### src/rtl/qdac_pkg.sv
package qdac_pkg;

    localparam int NCH    = 4;
    localparam int WORD_W = 24;
    localparam int DATA_W = 16;

    typedef enum logic [3:0] {
        OP_STAGE        = 4'b0000,
        OP_COMMIT       = 4'b0001,
        OP_STAGE_ALLCOM = 4'b0010,
        OP_STAGE_COMMIT = 4'b0011,
        OP_SLEEP        = 4'b0100,
        OP_IDLE         = 4'b1111
    } op_e;

    localparam logic [3:0] SEL_ALL = 4'b1111;

    typedef struct packed {
        logic [NCH-1:0]    stage;
        logic [NCH-1:0]    commit;
        logic [NCH-1:0]    sleep;
        logic [DATA_W-1:0] data;
    } dec_t;

endpackage

### src/rtl/qdac_decode.sv
module qdac_decode
    import qdac_pkg::*;
(
    input  logic              valid,
    input  logic [WORD_W-1:0] word,
    output dec_t              dec
);
    logic [3:0]     op;
    logic [3:0]     sel;
    logic [NCH-1:0] mask;
    logic           sel_ok;

    assign op  = word[23:20];
    assign sel = word[19:16];

    always_comb begin
        mask   = '0;
        sel_ok = 1'b1;
        if (sel == SEL_ALL) begin
            mask = '1;
        end else if (sel < 4'(NCH)) begin
            mask[sel[1:0]] = 1'b1;
        end else begin
            sel_ok = 1'b0;
        end
    end

    always_comb begin
        dec.stage  = '0;
        dec.commit = '0;
        dec.sleep  = '0;
        dec.data   = word[DATA_W-1:0];
        if (valid && sel_ok) begin
            unique case (op)
                OP_STAGE: begin
                    dec.stage = mask;
                end
                OP_COMMIT: begin
                    dec.commit = mask;
                end
                OP_STAGE_ALLCOM: begin
                    dec.stage  = mask;
                    dec.commit = '1;
                end
                OP_STAGE_COMMIT: begin
                    dec.stage  = mask;
                    dec.commit = mask;
                end
                OP_SLEEP: begin
                    dec.sleep = mask;
                end
                default: begin
                end
            endcase
        end
    end
endmodule

### src/rtl/qdac_channel.sv
module qdac_channel #(
    parameter int RES_W = 16
) (
    input  logic             clk,
    input  logic             rst_n,
    input  logic             stage,
    input  logic             commit,
    input  logic             sleep,
    input  logic [RES_W-1:0] data,
    output logic [RES_W-1:0] code,
    output logic             on
);
    typedef struct packed {
        logic [RES_W-1:0] stg;
        logic [RES_W-1:0] live;
        logic             on;
    } ch_t;

    ch_t st_d, st_q;

    always_comb begin
        st_d = st_q;
        if (stage) begin
            st_d.stg = data;
        end
        if (commit) begin
            st_d.live = stage ? data : st_q.stg;
            st_d.on   = 1'b1;
        end else if (sleep) begin
            st_d.on = 1'b0;
        end
    end

    always_ff @(posedge clk or negedge rst_n) begin
        if (!rst_n) begin
            st_q <= '0;
        end else begin
            st_q <= st_d;
        end
    end

    assign code = st_q.live;
    assign on   = st_q.on;
endmodule

### src/rtl/qdac_settle.sv
module qdac_settle #(
    parameter int NCH       = 4,
    parameter int SHORT_CYC = 250,
    parameter int LONG_CYC  = 600
) (
    input  logic           clk,
    input  logic           rst_n,
    input  logic [NCH-1:0] commit,
    input  logic [NCH-1:0] sleep,
    input  logic [NCH-1:0] on_now,
    output logic [NCH-1:0] busy
);
    localparam int MAX_CYC = (LONG_CYC > SHORT_CYC) ? LONG_CYC : SHORT_CYC;
    localparam int CNT_W   = $clog2(MAX_CYC + 1);

    typedef struct packed {
        logic [NCH-1:0][CNT_W-1:0] cnt;
    } st_t;

    st_t st_d, st_q;
    logic cold;

    assign cold = (on_now == '0);

    always_comb begin
        st_d = st_q;
        for (int i = 0; i < NCH; i++) begin
            if (sleep[i]) begin
                st_d.cnt[i] = '0;
            end else if (commit[i] && !on_now[i]) begin
                st_d.cnt[i] = cold ? CNT_W'(LONG_CYC) : CNT_W'(SHORT_CYC);
            end else if (st_q.cnt[i] != '0) begin
                st_d.cnt[i] = st_q.cnt[i] - 1'b1;
            end
        end
    end

    always_ff @(posedge clk or negedge rst_n) begin
        if (!rst_n) begin
            st_q <= '0;
        end else begin
            st_q <= st_d;
        end
    end

    always_comb begin
        for (int i = 0; i < NCH; i++) begin
            busy[i] = (st_q.cnt[i] != '0);
        end
    end
endmodule

### src/rtl/qdac_core.sv
module qdac_core
    import qdac_pkg::*;
#(
    parameter int unsigned CLK_HZ   = 50_000_000,
    parameter int unsigned SHORT_NS = 5_000,
    parameter int unsigned LONG_NS  = 12_000,
    parameter int          RES_W    = 16
) (
    input  logic                 clk,
    input  logic                 rst_n,
    input  logic                 cmd_valid,
    input  logic [23:0]          cmd_word,
    output logic [4*RES_W-1:0]   dac_code,
    output logic [3:0]           pwr_en,
    output logic                 bias_en,
    output logic [3:0]           busy
);
    localparam longint unsigned NS_PER_S = 64'd1_000_000_000;
    localparam longint unsigned SHORT_L  =
        (64'(CLK_HZ) * 64'(SHORT_NS) + NS_PER_S - 1) / NS_PER_S;
    localparam longint unsigned LONG_L   =
        (64'(CLK_HZ) * 64'(LONG_NS) + NS_PER_S - 1) / NS_PER_S;
    localparam int SHORT_CYC = (SHORT_L < 1) ? 1 : int'(SHORT_L);
    localparam int LONG_CYC  = (LONG_L < 1) ? 1 : int'(LONG_L);

    dec_t             dec;
    logic [NCH-1:0]   on_vec;
    logic [RES_W-1:0] code_in;

    qdac_decode u_dec (
        .valid (cmd_valid),
        .word  (cmd_word),
        .dec   (dec)
    );

    assign code_in = dec.data[DATA_W-1 -: RES_W];

    for (genvar g = 0; g < NCH; g++) begin : g_ch
        qdac_channel #(.RES_W(RES_W)) u_ch (
            .clk    (clk),
            .rst_n  (rst_n),
            .stage  (dec.stage[g]),
            .commit (dec.commit[g]),
            .sleep  (dec.sleep[g]),
            .data   (code_in),
            .code   (dac_code[g*RES_W +: RES_W]),
            .on     (on_vec[g])
        );
    end

    qdac_settle #(
        .NCH       (NCH),
        .SHORT_CYC (SHORT_CYC),
        .LONG_CYC  (LONG_CYC)
    ) u_settle (
        .clk    (clk),
        .rst_n  (rst_n),
        .commit (dec.commit),
        .sleep  (dec.sleep),
        .on_now (on_vec),
        .busy   (busy)
    );

    assign pwr_en  = on_vec;
    assign bias_en = |on_vec;
endmodule

### config.mk
export PLATFORM = sky130hd
export DESIGN_NAME = qdac_core
export DESIGN_NICKNAME = d
export VERILOG_FILES = /design/src/rtl/qdac_pkg.sv /design/src/rtl/qdac_decode.sv /design/src/rtl/qdac_channel.sv /design/src/rtl/qdac_settle.sv /design/src/rtl/qdac_core.sv
export SDC_FILE = /design/constraint.sdc
export NUM_CORES = 1
export LEC_CHECK = 0
export ABC_AREA = 1
export BUFFER_PORTS_ARGS = -buffer_cell sky130_fd_sc_hd__buf_4
export CAP_MARGIN = 20
export CORE_MARGIN = 2
export CORE_UTILIZATION = 45
export CTS_CLUSTER_DIAMETER = 60
export DETAILED_ROUTE_END_ITERATION = 8
export HOLD_SLACK_MARGIN = 0.1
export PLACE_DENSITY = 0.72
export SYNTH_ARGS = -nofsm -noshare
export SYNTH_HDL_FRONTEND = slang
export SYNTH_HIERARCHICAL = 1
export SYNTH_SLANG_ARGS = --single-unit
### constraint.sdc
create_clock -name clk -period 1.79 [get_ports clk]
set_input_delay 0 -clock clk [delete_from_list [all_inputs] [get_ports clk]]
set_output_delay 0 -clock clk [all_outputs]
set_load 0.1 [all_outputs]
### After elaboration in Yosys (flattened, before gate mapping)

Cells that the tools add are included.

| storage, ports and cells | value |
|---|---|
| flip-flop bits (word level) | 172 |
| output and inout bits | 73 |
| logic and storage cells | 90 |

| operators by class | value |
|---|---|
| $add $sub $neg | 4 |
| order comparisons | 3 |
| equal/unequal tests | 5 |
| mux-type cells | 35 |
| reductions and logical operators | 27 |

Operator list:

| kind | number |
|---|---|
| $mux W10 | 13 |
| $mux W16 | 4 |
| $reduce_bool A10 Y1 | 4 |
| $sub A10 B1 Y10 const B | 4 |
| $mux W4 | 4 |
| $mux W12 | 1 |
| $reduce_bool A3 Y1 | 4 |
| $mux W1 | 11 |
| $eq A4 B2 Y1 const B | 2 |
| $logic_not A4 Y1 | 2 |
| $pmux W4 S2 | 1 |
| $reduce_bool A2 Y1 | 4 |
| $logic_and A1 B1 Y1 | 6 |
| $eq A4 B1 Y1 const B | 1 |
| $eq A4 B3 Y1 const B | 1 |
| $eq A4 B4 Y1 const B | 1 |
| $logic_not A1 Y1 | 4 |
| $lt A4 B3 Y1 const B | 1 |
| $reduce_or A4 Y1 | 1 |
| $lt A2 B3 Y1 const B | 1 |
| $reduce_or A3 Y1 | 1 |
| $demux W1 S2 | 1 |
| $ge A2 B1 Y1 const B | 1 |
| $reduce_or A2 Y1 | 1 |

### Longest topological paths before layout

| logic depth | value |
|---|---|
| depth after elaboration | 11 |
| mapped depth | 14 |
| mapped depth without buffers | 14 |

### Modules after synthesis

The synthesis kept the hierarchy.

Modules (own cells, without submodules):

| module | instances | cells each | area each (um^2) |
|---|---|---|---|
| qdac_channel | 4 | 187 | 1,582.8 |
| qdac_settle | 1 | 327 | 2,407.3 |
| qdac_decode | 1 | 66 | 330.3 |
| qdac_core | 1 | 3 | 11.3 |

### Worst setup path before layout

OpenSTA, ideal clock, no wires.

| path | value |
|---|---|
| kind | reg2reg |
| from | register g_ch[0].u_ch.st_q, in the netlist g_ch[0].u_ch/on |
| to | register u_settle/st_q[6] (netlist name) |
| arrival time | 1.729 ns |
| data required time | 1.664 ns |
| slack | -0.064 ns |
| cell stages (with the launch flop) | 8 |
| period minus slack after synthesis | 1.854 ns |
| cell sequence | dfrtp_1 -> inv_2 -> nand2_2 -> inv_1 -> nor2_1 -> nand3_2 -> nand2_1 -> a21oi_1 |

| between the ends | value |
|---|---|
| word-level cells in the longest chain between the ends | 4 |
| elaborated cells on any way between the ends | 5 |
| classes of those cells | 2 x mux; 3 x reduce/logical |

RTL lines:

| item | RTL line | text |
|---|---|---|
| from (decl) | qdac_channel.sv:19 | `ch_t st_d, st_q;` |
| from (signal assigned) | qdac_channel.sv:38 | `st_q <= st_d;` |
| $logic_not A1 Y1 (*) | qdac_settle.sv:30 | `end else if (commit[i] && !on_now[i]) begin` |
| $logic_and A1 B1 Y1 (*) | qdac_settle.sv:30 |  |
| $mux W10 | qdac_settle.sv:30 |  |
| $mux W10 | qdac_settle.sv:28 | `if (sleep[i]) begin` |
| to (signal assigned) | qdac_settle.sv:42 | `st_q <= st_d;` |
| to (decl) | qdac_settle.sv:20 | `st_t st_d, st_q;` |

Every way passes the cells marked *; elsewhere a longest branch is shown, timed or not.
A chain may end at the register's enable or synchronous reset.

### Worst setup path in the final report

| path | value |
|---|---|
| from | register u_settle/st_q[30] (netlist name) |
| to | output busy[3] |

| between the ends | value |
|---|---|
| word-level cells in the longest chain between the ends | 1 |

RTL lines:

| item | RTL line | text |
|---|---|---|
| $reduce_bool A10 Y1 | qdac_settle.sv:48 | `busy[i] = (st_q.cnt[i] != '0);` |
| to (decl) | qdac_core.sv:16 | `output logic [3:0] busy` |

No other way between the ends.

==> results.yml <==
run:
  drv_cap: 0
sta:
  max_slew.worst_pin.slew_ps: 543
  max_freq_mhz: 583
  fin_crit_sh: 0.958
  finalCriticalPeriod_ps: 1710
  setup_tns_ps: 0
  maxSlewViolCount: 0
  setup_viol: 0
  rsz0062_at_grt: "false"
  slew_headroom: 0.638
  hold_viol_final: 0
  final.setup_skew_ps: 9.42
  worst_slack_ps: 76.1
die:
  die_x_um: 146
  ioPinCount: 100
  die_area_mm2: 0.0213
  initial_utilization: 0.462
  core_mm2: 0.0197
  die_y_um: 146
  rows: 51
routing:
  drc: 0
  wl_per_cell_um: 13.7
  drt_iter0_drc: 429
  drtPass1Iterations: 5
  viasPerCell: 4.73
  vias: 6973
  drt_wl_total_um: 20200
  antenna_left: 0
yosys:
  synth-compound-area-share: 0.0335
  seq_area_frac_synth: 0.474
  synth-edff-count: 0
  yosysUniqueCellTypes: 30
  yosys_register_bits: 172
  synthArstFlopShare: 1.00
  syn_area_mm2: 0.00908
  yosys.area_share.xor_xnor: 0.00579
  yosys.area_share.adder: 0.00551
  synth_mux_area_frac: 0
  synthSimpleGateAreaFrac: 0.299
  synthCells: 1144
  synth_top_family_by_area: "simple AND/OR/NAND/NOR gates"
  syn_nets: 1175
  yosysWarnings: 6
  ys.flop_type: "dfrtp_1"
  avgSynthCellArea_um2: 7.94
power_and_ir_drop:
  seq_power_share: 0.356
  switching_share: 0.460
  ir_worst_vdd_v: 0.000956
  power_leakage_nw: 5.52
  p_clk_frac: 0.226
  p_int_w: 0.00852
  p_sw_w: 0.00725
  p_per_area_mw_per_mm2: 1520
  p_comb_frac: 0.417
cts:
  clockRootBuffer: "clkbuf_16"
  worstSkewPairLatency_ps: 430
  ctsHtreeMaxLevel: 4
  clk_path_buf_depth: 2
  cts_buffers: 17
  cts_tree: "built"
  clk_pin_slew_worst_paths_ps: 70
  cts_sinks: 172
critical_path:
  cp.required_ps: 1790
  end_kind: "primary output"
  worstPathArrival_ps: 1710
  critical_path_peak_fanout: 3
  criticalPathCategory: "flop to primary output"
  startpoint_type: "flop"
placement:
  dpl_cell_area_mm2: 0.00949
  dp_hpwl_um: 14100
  gp_congestion: 0.891
  port_buffers: 99
  dp_slack_ps: 166
grt:
  first_global_vias: 6778
  grt_usage: 0.192
  overflow: 0
  top_usage_layer: "met2"
  use_met1: 0.245
  grt_max_degree: 56
  grt_pass1_wl_um: 33000
  gr-usage-met2: 0.325
  gr-usage-met3: 0.0366
  antenna_found_initial: 1
final_layout:
  syn2layout_area_growth_pct: 14.1
  nets: 1226
  design_area_mm2: 0.0104
  layout-drive-gt1-share: 0.183
worst_hold_path:
  hold_class: "input port to async pin"
outcome:
  outcome: "finished clean"
[area by class of cell]
cell class / count / area (um^2)
sequential: 172 / 4310
clock buffer: 18 / 439
timing repair buffer: 136 / 1170
inverter: 206 / 803
clock inverter: 14 / 126
antenna: 1 / 2.50
multi-input combinational: 662 / 3190
fill: 1837 / 9290
tap: 265 / 332
[synth_stat cells, types with 6 or more instances]
| cell type | n | area, um^2 |
|---|---|---|
| buf_4 | 88 | 661 |
| nor2_2 | 11 | 68.8 |
| and2_1 | 65 | 407 |
| o21ai_0 | 18 | 90.1 |
| nand3_1 | 84 | 420 |
| nand2_1 | 321 | 1200 |
| nand2_2 | 22 | 138 |
| nand4_1 | 13 | 81.3 |
| buf_6 | 8 | 90.1 |
| dfrtp_1 | 172 | 4300 |
| xor2_1 | 6 | 52.6 |
| nor2_1 | 59 | 221 |
| inv_1 | 193 | 724 |
| a21oi_1 | 30 | 150 |
| o21ai_1 | 6 | 30.0 |
[cells in the final DEF (no fill, tap or decap), types with 7 or more instances in the layout]
master         netlist  final
nand4_1             13     13
nor2_1              59     58
inv_1              193    190
inv_6                4      9
buf_4               88    107
o21ai_0             18     18
clkbuf_16            0     17
buf_12               4      7
nand2_1            321    320
nor2_2              11     11
dfrtp_1            172    171
and2_1              65     65
a21oi_1             30     29
inv_2                5      8
nand2_2             22     23
dlygate4sd3_1        0     18
nand3_1             84     83
[power by group through the flow]
stage	logic (W)	clock network, W	registers (W)
3_5_place_dp	0.00637	0	0.00567
6_report	0.00658	0.00357	0.00562
4_1_cts	0.00649	0.00362	0.00561
2_1_floorplan	0.00569	0	0.00555
5_1_grt	0.00706	0.00380	0.00573
3_3_place_gp	0.00628	0	0.00564
[final timing paths]
check	slack, ps	startpoint	cells after the start	to
worst max register to register	290	u_settle/st_q[21]$_DFFE_PN0P_	7	u_settle/st_q[26]$_DFFE_PN0P_
min in group clk	110	cmd_word[22]	6	u_settle/st_q[19]$_DFFE_PN0P_
max in group asynchronous	950	rst_n	3	g_ch[0].u_ch/st_q[27]$_DFF_PN0_
worst min register to register	480	g_ch[2].u_ch/code[0]$_DFFE_PN0P_	2	g_ch[2].u_ch/code[0]$_DFFE_PN0P_
worst max-delay path	80	u_settle/st_q[30]$_DFFE_PN0P_	8	busy[3]
worst min-delay path	110	rst_n	2	g_ch[3].u_ch/code[7]$_DFFE_PN0P_
[stage by stage]
step            util  instances  power, W  hold slack [ps]
5_1_grt        0.527       1474    0.0166              146
3_3_place_gp   0.483       1416    0.0119             1.81
6_report       0.527       1474    0.0158              106
3_5_place_dp   0.483       1416    0.0120             11.2
2_1_floorplan      -       1144    0.0112             -296
4_1_cts        0.523       1468    0.0157              104
[kinds of logic after synthesis]
logic type               Yosys count
AO/OA/AOI/OAI                     59
adder cells (fa/ha/maj)            4
AND/OR/NAND/NOR                  593
XOR/XNOR                           6
flip-flops                       172
buffers and inverters            310
[worst max-delay path, stage by stage, from the launching register on]
cell	delay [ps]
dfrtp_1	410
inv_2	90
ha_4	150
nand3_4	90
nor2_4	120
inv_1	60
nor2_2	130
nand2_2	80
buf_12	170
[what timing repair did]
| item | 4_1_cts | 5_1_grt |
|---|---|---|
| gates resized for setup | 8 | 12 |
| endpoints found under the hold margin | 303 | 0 |
| hold buffers | 18 | 0 |
| pin swaps | 2 | 4 |
| endpoints found under the setup margin | 2 | 4 |
| setup buffers | 2 | 5 |
[registers in the layout, indices dropped and copies added (netlist names)]
name            cells
g_ch.u_ch/on        4
g_ch.u_ch/code     64
u_settle/st_q      40
g_ch.u_ch/st_q     64
[routing by layer]
layer	part of all wire	vias up
li1	-	3474
met2	0.48	190
met3	0.055	35
met5	0	-
met1	0.44	3274
met4	0.021	0
No activity file was read; power rests on OpenSTA's default activity.
